File: config.mk
export PLATFORM = sky130hd
export DESIGN_NAME = rst_supervisor
export DESIGN_NICKNAME = d
export VERILOG_FILES = /design/src/rtl/rsv_pkg.sv /design/src/rtl/rsv_release_timer.sv /design/src/rtl/rsv_watchdog.sv /design/src/rtl/rsv_fault_reg.sv /design/src/rtl/rst_supervisor.sv
export SDC_FILE = /design/constraint.sdc
export NUM_CORES = 1
export LEC_CHECK = 0
export CORE_ASPECT_RATIO = 0.8
export CORE_MARGIN = 3
export CORE_UTILIZATION = 50
export DETAILED_ROUTE_END_ITERATION = 16
export DONT_BUFFER_PORTS = 1
export PLACE_DENSITY = 0.65
export SLEW_MARGIN = 25
export SYNTH_ARGS = -nofsm -noshare
export SYNTH_HDL_FRONTEND = slang
export SYNTH_SLANG_ARGS = --single-unit
File: constraint.sdc
create_clock -name clk -period 3.3 [get_ports clk]
set_input_delay 0.165 -clock clk [delete_from_list [all_inputs] [get_ports clk]]
set_output_delay 0.165 -clock clk [all_outputs]
set_load 0.02 [all_outputs]
File: src/rtl/rsv_pkg.sv
package rsv_pkg;
  localparam int N_LV    = 3;
  localparam int FLT_LV1 = 7;
  localparam int FLT_WD  = 4;
  localparam int FLT_MR  = 3;
  localparam logic [7:0] FLT_ADDR  = 8'hFF;
  localparam logic [7:0] FLT_WMASK = 8'hF8;
  localparam logic [1:0] WD_OFF    = 2'b11;

  // Selects one of four table entries by a two-bit code
  function automatic int unsigned pick4(input logic [1:0] code,
                                        input int unsigned a, input int unsigned b,
                                        input int unsigned c, input int unsigned d);
    case (code)
      2'd0:    return a;
      2'd1:    return b;
      2'd2:    return c;
      default: return d;
    endcase
  endfunction

  function automatic int unsigned max2(input int unsigned a, input int unsigned b);
    return (a > b) ? a : b;
  endfunction

  // Next fault value: the write loads first, then set events are ORed in (set wins)
  function automatic logic [7:0] fault_next(input logic [7:0] cur, input logic [7:0] set,
                                            input logic wr, input logic [7:0] wdata);
    logic [7:0] base;
    base = wr ? (wdata & FLT_WMASK) : cur;
    return (base | set) & FLT_WMASK;
  endfunction
endpackage

File: src/rtl/rsv_release_timer.sv
module rsv_release_timer #(
  parameter int CNT_W = 11
) (
  input  logic             clk,
  input  logic             rst_n,
  input  logic             tick,
  input  logic             hold,
  input  logic [CNT_W-1:0] limit,
  output logic             rst_o
);
  logic [CNT_W-1:0] cnt;
  logic [CNT_W:0]   cnt_nx;
  logic             reached;

  assign cnt_nx  = {1'b0, cnt} + (CNT_W+1)'(1);
  assign reached = cnt_nx >= {1'b0, limit};

  always_ff @(posedge clk or negedge rst_n) begin
    if (!rst_n) begin
      cnt   <= '0;
      rst_o <= 1'b1;
    end else if (hold) begin
      cnt   <= '0;
      rst_o <= 1'b1;
    end else if (rst_o && tick) begin
      if (reached) begin
        rst_o <= 1'b0;
        cnt   <= '0;
      end else begin
        cnt <= cnt_nx[CNT_W-1:0];
      end
    end
  end
endmodule

File: src/rtl/rsv_watchdog.sv
module rsv_watchdog #(
  parameter int CNT_W = 11
) (
  input  logic             clk,
  input  logic             rst_n,
  input  logic             tick,
  input  logic             kick,
  input  logic             sys_rst,
  input  logic             enable,
  input  logic [CNT_W-1:0] limit,
  output logic             kick_edge,
  output logic             expire
);
  logic [CNT_W-1:0] cnt;
  logic [CNT_W:0]   cnt_nx;
  logic             kick_q;

  assign cnt_nx    = {1'b0, cnt} + (CNT_W+1)'(1);
  assign kick_edge = kick & ~kick_q;
  assign expire    = enable & ~sys_rst & tick & ~kick_edge & (cnt_nx >= {1'b0, limit});

  always_ff @(posedge clk or negedge rst_n) begin
    if (!rst_n) begin
      cnt    <= '0;
      kick_q <= 1'b0;
    end else begin
      kick_q <= kick;
      if (sys_rst || !enable || kick_edge || expire) cnt <= '0;
      else if (tick)                                  cnt <= cnt_nx[CNT_W-1:0];
    end
  end
endmodule

File: src/rtl/rsv_fault_reg.sv
module rsv_fault_reg
  import rsv_pkg::*;
(
  input  logic       clk,
  input  logic       rst_n,
  input  logic [7:0] set_bits,
  input  logic       bus_start,
  input  logic [7:0] bus_addr,
  input  logic       bus_wvld,
  input  logic [7:0] bus_wdata,
  input  logic [7:0] rd_addr,
  output logic [7:0] fault_q,
  output logic [7:0] rd_data,
  output logic       wr_accept
);
  logic xfer_hit;
  logic xfer_used;

  assign wr_accept = bus_wvld & xfer_hit & ~xfer_used;
  assign rd_data   = (rd_addr == FLT_ADDR) ? fault_q : 8'h00;

  always_ff @(posedge clk or negedge rst_n) begin
    if (!rst_n) begin
      xfer_hit  <= 1'b0;
      xfer_used <= 1'b0;
    end else if (bus_start) begin
      xfer_hit  <= (bus_addr == FLT_ADDR);
      xfer_used <= 1'b0;
    end else if (bus_wvld) begin
      xfer_used <= 1'b1;
    end
  end

  always_ff @(posedge clk or negedge rst_n) begin
    if (!rst_n) fault_q <= 8'h00;
    else        fault_q <= fault_next(fault_q, set_bits, wr_accept, bus_wdata);
  end
endmodule

File: src/rtl/rst_supervisor.sv
module rst_supervisor
  import rsv_pkg::*;
#(
  parameter int unsigned PUP_T0 = 50,
  parameter int unsigned PUP_T1 = 200,
  parameter int unsigned PUP_T2 = 400,
  parameter int unsigned PUP_T3 = 800,
  parameter int unsigned WD_T0  = 1400,
  parameter int unsigned WD_T1  = 200,
  parameter int unsigned WD_T2  = 25
) (
  input  logic       clk,
  input  logic       rst_n,
  input  logic       tick_ms,
  input  logic       pwr_good,
  input  logic [2:0] lv_flag,
  input  logic       man_rst,
  input  logic       wd_kick,
  input  logic [1:0] pup_sel,
  input  logic [1:0] wd_sel,
  input  logic       bus_start,
  input  logic [7:0] bus_addr,
  input  logic       bus_wvld,
  input  logic [7:0] bus_wdata,
  output logic       bus_wack,
  input  logic [7:0] rd_addr,
  output logic [7:0] rd_data,
  output logic       sys_rst
);
  localparam int unsigned T_MAX = max2(max2(max2(PUP_T0, PUP_T1), max2(PUP_T2, PUP_T3)),
                                       max2(max2(WD_T0, WD_T1), WD_T2));
  localparam int CNT_W = $clog2(T_MAX + 1);

  logic             cause_now;
  logic             wd_expire;
  logic             kick_edge;
  logic             wd_en;
  logic             wr_accept;
  logic [CNT_W-1:0] pup_lim;
  logic [CNT_W-1:0] wd_lim;
  logic [7:0]       set_bits;
  logic [7:0]       fault_q;

  assign cause_now = ~pwr_good | (|lv_flag) | man_rst;
  assign pup_lim   = CNT_W'(pick4(pup_sel, PUP_T0, PUP_T1, PUP_T2, PUP_T3));
  assign wd_lim    = CNT_W'(pick4(wd_sel, WD_T0, WD_T1, WD_T2, 0));
  assign wd_en     = (wd_sel != WD_OFF);
  assign bus_wack  = wr_accept;

  for (genvar i = 0; i < N_LV; i++) begin : g_lv
    assign set_bits[FLT_LV1-i] = pwr_good & lv_flag[i];
  end
  assign set_bits[FLT_WD] = wd_expire;
  assign set_bits[FLT_MR] = man_rst;
  assign set_bits[2:0]    = 3'b000;

  rsv_release_timer #(.CNT_W(CNT_W)) u_rel (
    .clk   (clk),
    .rst_n (rst_n),
    .tick  (tick_ms),
    .hold  (cause_now | wd_expire),
    .limit (pup_lim),
    .rst_o (sys_rst)
  );

  rsv_watchdog #(.CNT_W(CNT_W)) u_wd (
    .clk       (clk),
    .rst_n     (rst_n),
    .tick      (tick_ms),
    .kick      (wd_kick),
    .sys_rst   (sys_rst),
    .enable    (wd_en),
    .limit     (wd_lim),
    .kick_edge (kick_edge),
    .expire    (wd_expire)
  );

  rsv_fault_reg u_flt (
    .clk       (clk),
    .rst_n     (rst_n),
    .set_bits  (set_bits),
    .bus_start (bus_start),
    .bus_addr  (bus_addr),
    .bus_wvld  (bus_wvld),
    .bus_wdata (bus_wdata),
    .rd_addr   (rd_addr),
    .fault_q   (fault_q),
    .rd_data   (rd_data),
    .wr_accept (wr_accept)
  );
endmodule

# Word-level counts from Yosys, hierarchy flattened
# Index checks and enable logic that the tools add are counted.
# totals
input_bits	39
register_bits	31
out_inout_bits	10
elab_cells	64
# op_classes
bitwise	19
mux	14
n_lt_le_gt_ge	2
n_reduce_logical	13
add_sub_neg	2
n_eq_ne	7
# op_table
cell	n
11-bit two-way mux	5
11-bit case mux with 3 select lines	1
10-bit case mux with 3 select lines	1
11-bit by 1-bit adder with 12-bit output (second input constant)	2
8-bit equality test (second input constant)	2
8-bit two-way mux	2
12-bit by 10-bit greater-or-equal comparator with 1-bit output	1
12-bit by 11-bit greater-or-equal comparator with 1-bit output	1
1-bit AND	10
8-bit bitwise OR	1
2-bit nonzero test	4
1-bit two-way mux	5
1-bit NOT	5
2-bit by 1-bit equality test with 1-bit output (second input constant)	2
2-bit equality test (second input constant)	2
2-bit zero test	2
1-bit logical OR	3
1-bit bitwise OR	3
3-bit OR reduction	1
2-bit inequality test (second input constant)	1
2-bit AND reduction	1
1-bit logical AND	1
1-bit zero test	1

# Depth between registers and ports, before layout
# Gate-level depths: netlist of the first run.
# logic_depth
depth_word	8
ltp_mapped	12
depth_no_buf	11

# Cells and area by module
# Synthesis of the first run repeated with hierarchy kept, for this count alone.
# hier_totals
hier_cells	298
hier_area_um2	2603.7
# by_module_without_submodules
module	seq_area_each_um2	area_each_um2	cells_per_inst	n_inst
rsv_release_timer	301.5	1016.0	119	1
rsv_watchdog	300.3	992.2	107	1
rsv_fault_reg	175.2	460.4	50	1
rst_supervisor	0.0	135.1	22	1

# Worst setup path before layout of the first run
# OpenSTA, ideal clock, no wires.
# synth_timing
path_kind	reg-to-reg
startpoint	reg u_rel.cnt[0]
endpoint	reg u_rel.cnt[2]
arrival_time_ps	2524
setup_ps	73
path_stages_with_launch	12
n_path_buf	1
required_time_ps	3227
path_slack_ps	703
period_less_slack_ps	2597
cell_sequence	dfrtp_1 > ha_1 > nand3_1 > or2_2 > xnor2_1 > ha_1 > o21a_1 > o2111ai_1 > o211a_1 > clkbuf_1 > o21ai_0 > a21oi_2
# synth_between
elab_chain_len	5
# synth_rtl
item	line_no	source
start, declared	rsv_release_timer.sv:11	logic [CNT_W-1:0] cnt;
start signal, assigned	rsv_release_timer.sv:30	cnt <= cnt_nx[CNT_W-1:0];
11-bit by 1-bit adder with 12-bit output *	rsv_release_timer.sv:15	assign cnt_nx = {1'b0, cnt} + (CNT_W+1)'(1);
12-bit by 10-bit greater-or-equal comparator with 1-bit output	rsv_release_timer.sv:16	assign reached = cnt_nx >= {1'b0, limit};
11-bit two-way mux *	rsv_release_timer.sv:26	if (reached) begin
11-bit two-way mux *	rsv_release_timer.sv:25	end else if (rst_o && tick) begin
11-bit two-way mux *	rsv_release_timer.sv:22	end else if (hold) begin
# Mark *: on every way between the ends. The rest lies on a longest branch, timed or not. The select of a mux whose other input is x is not followed.
# A chain may end at the register's enable or synchronous reset.

# Final worst setup path of the first run
# layout_timing
startpoint	reg u_wd.cnt[0]
endpoint	reg u_rel.cnt[10]
# layout_between
elab_chain_len	5
word_cells_on_any_way	6
classes_between	add/sub (1); order compare (1); mux (1); bitwise (2); reduce/logical (1)
# layout_rtl
item	line_no	source
start, declared	rsv_watchdog.sv:14	logic [CNT_W-1:0] cnt;
start signal, assigned	rsv_watchdog.sv:29	else if (tick) cnt <= cnt_nx[CNT_W-1:0];
11-bit by 1-bit adder with 12-bit output *	rsv_watchdog.sv:18	assign cnt_nx = {1'b0, cnt} + (CNT_W+1)'(1);
12-bit by 11-bit greater-or-equal comparator with 1-bit output *	rsv_watchdog.sv:20	assign expire = enable & ~sys_rst & tick & ~kick_edge & (cnt_nx >= {1'b0, limit});
1-bit AND *	rsv_watchdog.sv:20	
1-bit bitwise OR *	rst_supervisor.sv:61	.hold (cause_now | wd_expire),
11-bit two-way mux / 2-bit nonzero test (equally long branches)	--	
# Mark *: on every way between the ends. The rest lies on a longest branch, timed or not.

==> results of run 1 <==
power breakdown:
part / internal [mW] / total, mW / switching (mW)
clock network: 0.244 / 0.392 / 0.148
logic: 0.0230 / 0.0580 / 0.0350
registers: 0.383 / 0.384 / 0.00129
total: 0.650 / 0.834 / 0.184
cell families (layout without fill, tap and decap cells):
family / after synthesis / after routing
simple gates: 119 / 119
compound gates: 50 / 50
flops: 31 / 31
buf+inv: 24 / 27
fa+ha+maj: 22 / 22
xor+xnor: 15 / 15
mux: 3 / 3
other cells: 1 / 3
stage by stage:
step / setup WS [ns] / hold WS (ns) / utilization / instances / total power [mW]
detailed placement: 0.312 / -0.130 / 0.547 / 313 / 0.434
finish: 0.278 / 0.0103 / 0.590 / 327 / 0.834
global placement: 0.343 / -0.130 / 0.547 / 313 / 0.433
CTS: 0.301 / 0.00119 / 0.590 / 327 / 0.845
floorplan: 0.703 / -0.131 / - / 267 / 0.431
global route: 0.00895 / 0.00636 / 0.590 / 327 / 0.874
area by class of cell:
cell class,instances,share of cell area
Clock buffer,6,0.0321
Clock inverter,2,0.0136
Inverter,8,0.0117
Multi-Input combinational cell,212,0.571
Sequential cell,31,0.302
Tap cell,57,0.0277
Timing Repair Buffer,11,0.0418
path summary, 6_finish.rpt:
path,cells after the start,startpoint,end,slack (ns)
hold / removal,2,bus_wvld,u_flt.xfer_used$_DFFE_PN0P_,0.01
setup reg to reg,12,u_wd.cnt[0]$_DFFE_PN0P_,u_rel.cnt[10]$_DFFE_PN0P_,0.28
hold reg to reg,2,u_flt.xfer_used$_DFFE_PN0P_,u_flt.xfer_used$_DFFE_PN0P_,0.50
min in group asynchronous,2,rst_n,u_wd.cnt[9]$_DFFE_PN0P_,0.31
max in group asynchronous,2,rst_n,u_rel.rst_o$_DFFE_PN1P_,2.75
setup / recovery,12,u_wd.cnt[0]$_DFFE_PN0P_,u_rel.cnt[10]$_DFFE_PN0P_,0.28
registers in the layout, summed over array words and instances (netlist names):
name	cells
u_flt.fault_q	5
u_flt.xfer_hit	1
u_flt.xfer_used	1
u_rel.cnt	11
u_rel.rst_o	1
u_wd.cnt	11
u_wd.kick_q	1
routing by layer:
metal | part of all wire | up-vias | routed length, um | GRT usage
met2 | 0.41 | 55 | 1930 | 0.264
met5 | 0 | - | 0 | 0
li1 | - | 952 | - | -
met4 | 0.011 | 0 | 51 | 0.0592
met3 | 0.055 | 5 | 262 | 0.0493
met1 | 0.53 | 861 | 2500 | 0.259
Yosys cell counts (4+ instances only):
library cell,instances,area share
sky130_fd_sc_hd__nand3_1,12,0.026
sky130_fd_sc_hd__a32o_1,5,0.021
sky130_fd_sc_hd__nor3_1,6,0.013
sky130_fd_sc_hd__o21ai_0,7,0.015
sky130_fd_sc_hd__and2_1,8,0.021
sky130_fd_sc_hd__a21oi_1,4,0.0085
sky130_fd_sc_hd__o211ai_1,5,0.016
sky130_fd_sc_hd__nand2_1,34,0.054
sky130_fd_sc_hd__nor2b_1,13,0.035
sky130_fd_sc_hd__inv_1,8,0.013
sky130_fd_sc_hd__nand2b_1,5,0.013
sky130_fd_sc_hd__nor4_1,5,0.013
sky130_fd_sc_hd__nor2_1,13,0.021
sky130_fd_sc_hd__buf_4,4,0.013
sky130_fd_sc_hd__dfrtp_1,30,0.32
sky130_fd_sc_hd__xnor2_1,11,0.041
sky130_fd_sc_hd__clkbuf_1,10,0.016
sky130_fd_sc_hd__a21oi_2,9,0.033
sky130_fd_sc_hd__ha_1,22,0.12
sky130_fd_sc_hd__xor2_1,4,0.015
sky130_fd_sc_hd__nand4_1,9,0.024
critical path, delay by kind of cell, from the launching register on:
| family | cells | cell delay [ns] |
|---|---|---|
| AO/OA/AOI/OAI | 3 | 0.59 |
| XOR/XNOR | 1 | 0.11 |
| adder cells (fa/ha/maj) | 2 | 0.57 |
| buffers and inverters | 1 | 0.26 |
| flip-flops | 1 | 0.45 |
| AND/OR/NAND/NOR | 5 | 0.92 |
==> impl_metrics.tcl, run 1 <==
set metrics [dict create \
    layout-area-overhead-vs-synth_pct 9.36 \
    slew_headroom 0.367 \
    timing.clock.skew_ns 0.00568 \
    critical_path.max_fanout 8 \
    finalInstanceArea_um2 2570 \
    cts_resized 0 \
    place.detailed.hpwl_um 3560 \
    wire_per_inst_um 14.5 \
    syn-instance-count 265 \
    detail_route.vias_per_cell 5.73 \
    final.period_utilization 0.916 \
    synthAdderAreaFrac 0.117 \
    cts-hold-fix-buffers 6 \
    first_iter_violations 87 \
    critPathRequiredTime_ns 3.48 \
    numCtsBuffers 5 \
    cts-htree-levels 2 \
    die-height_um 67.4 \
    ios 49 \
    multi_input_comb_area_um2 1470 \
    die_footprint_um2 5570 \
    synth_xor_area_frac 0.0558 \
    worst_path_most_repeated_cell "sky130_fd_sc_hd__ha_1" \
    num-nets-final 330 \
    worst_skew_pair_later_pin_latency_ns 0.29 \
    cap_viol_max_count 0 \
    clock_pin_slew_worst_setup_and_hold_paths_ns 0.07 \
    synth_cell_types 51 \
    synth-main-ff-cell "sky130_fd_sc_hd__dfrtp_1" \
    floorplan.core_area_um2 4360 \
    post-cts-setup-buffers 0 \
    synth_enable_flop_cells 0 \
    postRouteAntennaNets 0 \
    detailedRoute.firstPassIterationCount 4 \
    portBuffers 0 \
    fin_crit_ns 3.02 \
    most_frequent_cells_in_the_layout "34 x sky130_fd_sc_hd__nand2_1, 30 x sky130_fd_sc_hd__dfrtp_1, 22 x sky130_fd_sc_hd__ha_1" \
    power_density_nw_per_um2 324 \
    fillerInstances 395 \
    place.gp.congestion 0.757 \
    cts.path.max_buffers 2 \
    combinational_family_with_the_most_area_after_synthesis "simple AND/OR/NAND/NOR gates" \
    grt_pass1_wl_um 7730 \
    antenna-diode-count 0 \
    grt_max_degree 32 \
    multiplexer_share_of_the_synthesized_area 0.0133 \
    worstPathArrival_ns 3.20 \
    outcome "completed" \
    grt_overflow_total 0 \
    slew_viol_final 0 \
    timing_hold_violations_final 0 \
    leading_cell_type_in_the_layout_fill_and_taps_excluded "sky130_fd_sc_hd__nand2_1" \
    vdd_ir_drop_max_v 0.000368 \
    clock-root-buffer "sky130_fd_sc_hd__clkbuf_8" \
    rsz0062_at_grt "false" \
    overall_global_routing_resource_usage 0.181 \
    setup-tns-final_ns 0 \
    worstSetupStartpointType "register" \
    setup.worst_path.end_class "register" \
    antenna_violations_before_repair 0 \
    cts_num_sinks 31 \
    placed_cell_area_um2 2390 \
    vias_in_the_first_global_route 1704 \
    horiz_die_dim_um 82.7 \
    worst-slew-pin-transition_ns 0.946 \
    via_count 1873 \
    start_util 0.540 \
    synth-async-reset-ratio 1.00 \
    layout.area.seq_um2 777 \
    report.final.setup_viol 0 \
    synthesis.yosys.warnings 0 \
    route.final.wire_length_um 4750 \
    hp-class "input pin to register" \
    tritoncts_clock_tree "done" \
    share_of_cells_above_drive_strength_1 0.126 \
    timing.fmax_mhz 331 \
    synth_seq_area_share 0.330 \
    mappedNetlistArea_um2 2350 \
    synth-seq-cells 31 \
    rows 21 \
    timing.critical_path.cells "ha_1 > nand3_1 > nor2_1 > xor2_1 > ha_1 > and4_1 > o311a_1 > a211oi_1 > nand4b_1 > a22oi_2 > buf_4 > nor2_2" \
    critical-path-max-stage-delay_ns 0.45 \
    yosys.area_share.simple 0.267 \
    drc_errors 0 \
    timing.critical_path.slowest_stage_cell "sky130_fd_sc_hd__dfrtp_1" \
    static_leak_nw 1.08 \
    synth_area_per_cell_um2 8.88 \
    crit_type "register to register" \
    compound_gate_fraction_of_synth_area 0.166 \
]
Power figures use the tool's default switching activity.
==> run 2, diff against run 1 <==
- CORE_UTILIZATION: 50 -> 47
- PLACE_DENSITY: 0.65 -> 0.62
- SLEW_MARGIN: 25 -> 15
==> impl_metrics.tcl, run 2 (synthesis gave the netlist of run 1 again) <==
set metrics [dict create \
    rrSetupSlack_ns 0.35 \
    critPathRequiredTime_ns 3.48 \
    horiz_die_dim_um 85.1 \
    fin_crit_ns 2.95 \
    clock-root-buffer "sky130_fd_sc_hd__clkbuf_8" \
    cts.path.max_buffers 2 \
    portBuffers 0 \
    worstRegToRegCells 12 \
    setup.worst_path.start "u_wd.cnt[0]$_DFFE_PN0P_" \
    placed_cell_area_um2 2400 \
    final.period_utilization 0.895 \
    share_of_cells_above_drive_strength_1 0.139 \
    timing.fmax_mhz 339 \
    rows 22 \
    worstReg2RegEnd "u_wd.cnt[4]$_DFFE_PN0P_" \
    vias_in_the_first_global_route 1730 \
    layout-area-overhead-vs-synth_pct 10.8 \
    sum_of_internal_switching_and_leakage_power_mw 0.832 \
    antenna-diode-count 0 \
    crit_end "u_wd.cnt[4]$_DFFE_PN0P_" \
    critical-path-max-stage-delay_ns 0.44 \
    timing.clock.skew_ns 0.0105 \
    place.detailed.hpwl_um 3600 \
    setup-tns-final_ns 0 \
    floorplan.core_area_um2 4710 \
    cts_num_sinks 31 \
    hold-path-cell-count 1 \
    wire_per_inst_um 14.1 \
    worstSetupStartpointType "register" \
    die-height_um 69.3 \
    critical_path.max_fanout 6 \
    drc_errors 0 \
    most_frequent_cells_in_the_layout "34 x sky130_fd_sc_hd__nand2_1, 30 x sky130_fd_sc_hd__dfrtp_1, 22 x sky130_fd_sc_hd__ha_1" \
    worst-slew-pin-transition_ns 0.886 \
    grt_pass1_wl_um 8120 \
    post-place-ws_ns 0.306 \
    placed_cells 318 \
    num-nets-final 334 \
    slew_viol_final 0 \
    setup.worst_path.end_class "register" \
    cts_resized 0 \
    worst_r2r_startpoint "u_wd.cnt[0]$_DFFE_PN0P_" \
    outcome "completed" \
    ios 49 \
    path_buf_inv 2 \
    slew_headroom 0.407 \
    timing_hold_violations_final 0 \
    static_leak_nw 1.10 \
    layout_top_registers "u_rel.cnt: 11 flops, u_wd.cnt: 11 flops, u_flt.fault_q: 5 flops" \
    grt_overflow_total 0 \
    cts-htree-levels 2 \
    timing.critical_path.cells "ha_1 > nand3_1 > nor2_1 > xor2_1 > ha_1 > and4_1 > o311a_1 > a211oi_1 > nand4b_1 > buf_4 > buf_4 > a32o_1" \
    hp-class "input pin to register" \
    finalInstanceArea_um2 2610 \
    via_count 1850 \
    place.gp.congestion 0.775 \
    route.final.wire_length_um 4720 \
    timing.critical_path.slowest_stage_cell "sky130_fd_sc_hd__dfrtp_1" \
    tritoncts_clock_tree "done" \
    timing.critical_path.max_delay_family "simple AND/OR/NAND/NOR gates" \
    leading_cell_type_in_the_layout_fill_and_taps_excluded "sky130_fd_sc_hd__nand2_1" \
    postLayoutSetupSlackWorst_ns 0.346 \
    report.final.setup_viol 0 \
    overall_global_routing_resource_usage 0.170 \
    path_depth 12 \
    final_cell_count_no_fill 334 \
    vdd_ir_drop_max_v 0.000284 \
    antenna_violations_before_repair 0 \
    numCtsBuffers 5 \
    start_util 0.500 \
    clock_pin_slew_worst_setup_and_hold_paths_ns 0.07 \
    first_iter_violations 86 \
    detailedRoute.firstPassIterationCount 4 \
    die_footprint_um2 5900 \
    detail_route.vias_per_cell 5.54 \
    crit_type "register to register" \
    postRouteAntennaNets 0 \
    grt_max_degree 32 \
    power_density_nw_per_um2 319 \
    worst_skew_pair_later_pin_latency_ns 0.29 \
    worstPathArrival_ns 3.14 \
    cap_viol_max_count 0 \
    rsz0062_at_grt "false" \
]
==> run 2: metal layers <==
metal | vias to the layer above | wire length (um) | GRT usage
met3 | 7 | 304 | 0.0439
met2 | 50 | 1810 | 0.226
li1 | 966 | - | -
met5 | - | 0 | 0
met4 | 0 | 65 | 0.0475
met1 | 827 | 2540 | 0.265
==> run 2: final cells by class <==
cell class	count	area, um^2
Fill cell	422	2100
Multi-Input combinational cell	212	1470
Sequential cell	31	777
Timing Repair Buffer	15	138
Clock buffer	6	82.6
Tap cell	60	75.1
Clock inverter	2	35.0
Inverter	8	30.0
==> run 2: worst reg2reg max path, delay by kind of cell, from the launching register on <==
family | cells | cell delay [ns]
buffers and inverters | 2 | 0.37
adders and majority gates | 2 | 0.55
DFF | 1 | 0.44
and+or+nand+nor | 4 | 0.93
AOI/OAI and AO/OA | 3 | 0.45
xor gates and xnor gates | 1 | 0.11
==> run 2: through the flow <==
stage,util,hold slack (ns)
floorplan,-,-0.131
global placement,0.511,-0.130
detailed placement,0.511,-0.130
CTS,0.551,0.00676
global route,0.554,0.0191
finish,0.554,0.00899
==> run 2: power by group <==
part | leakage, nW | internal (mW) | switching (mW)
Combinational | 0.630 | 0.0235 | 0.0346
Sequential | 0.405 | 0.383 | 0.00130
Clock | 0.0612 | 0.244 | 0.146
Total | 1.10 | 0.650 | 0.182
==> run 2: worst min path at each step <==
| stage | start | endpoint | slack [ns] |
|---|---|---|---|
| after floorplan | rst_n | u_flt.fault_q[3]$_DFF_PN0_ | -0.13 |
| after global placement | rst_n | u_wd.cnt[0]$_DFFE_PN0P_ | -0.13 |
| after detailed placement | rst_n | u_wd.cnt[0]$_DFFE_PN0P_ | -0.13 |
| after CTS | bus_wdata[3] | u_flt.fault_q[3]$_DFF_PN0_ | 0.007 |
| after global routing | bus_wdata[3] | u_flt.fault_q[3]$_DFF_PN0_ | 0.02 |
| final | bus_wdata[3] | u_flt.fault_q[3]$_DFF_PN0_ | 0.009 |
==> run 2: repair_timing <==
| action | in CTS | in global routing |
|---|---|---|
| setup endpoints to repair | 0 | 3 |
| hold buffers | 6 | 0 |
| setup buffers | 0 | 2 |
| hold endpoints to repair | 35 | 0 |
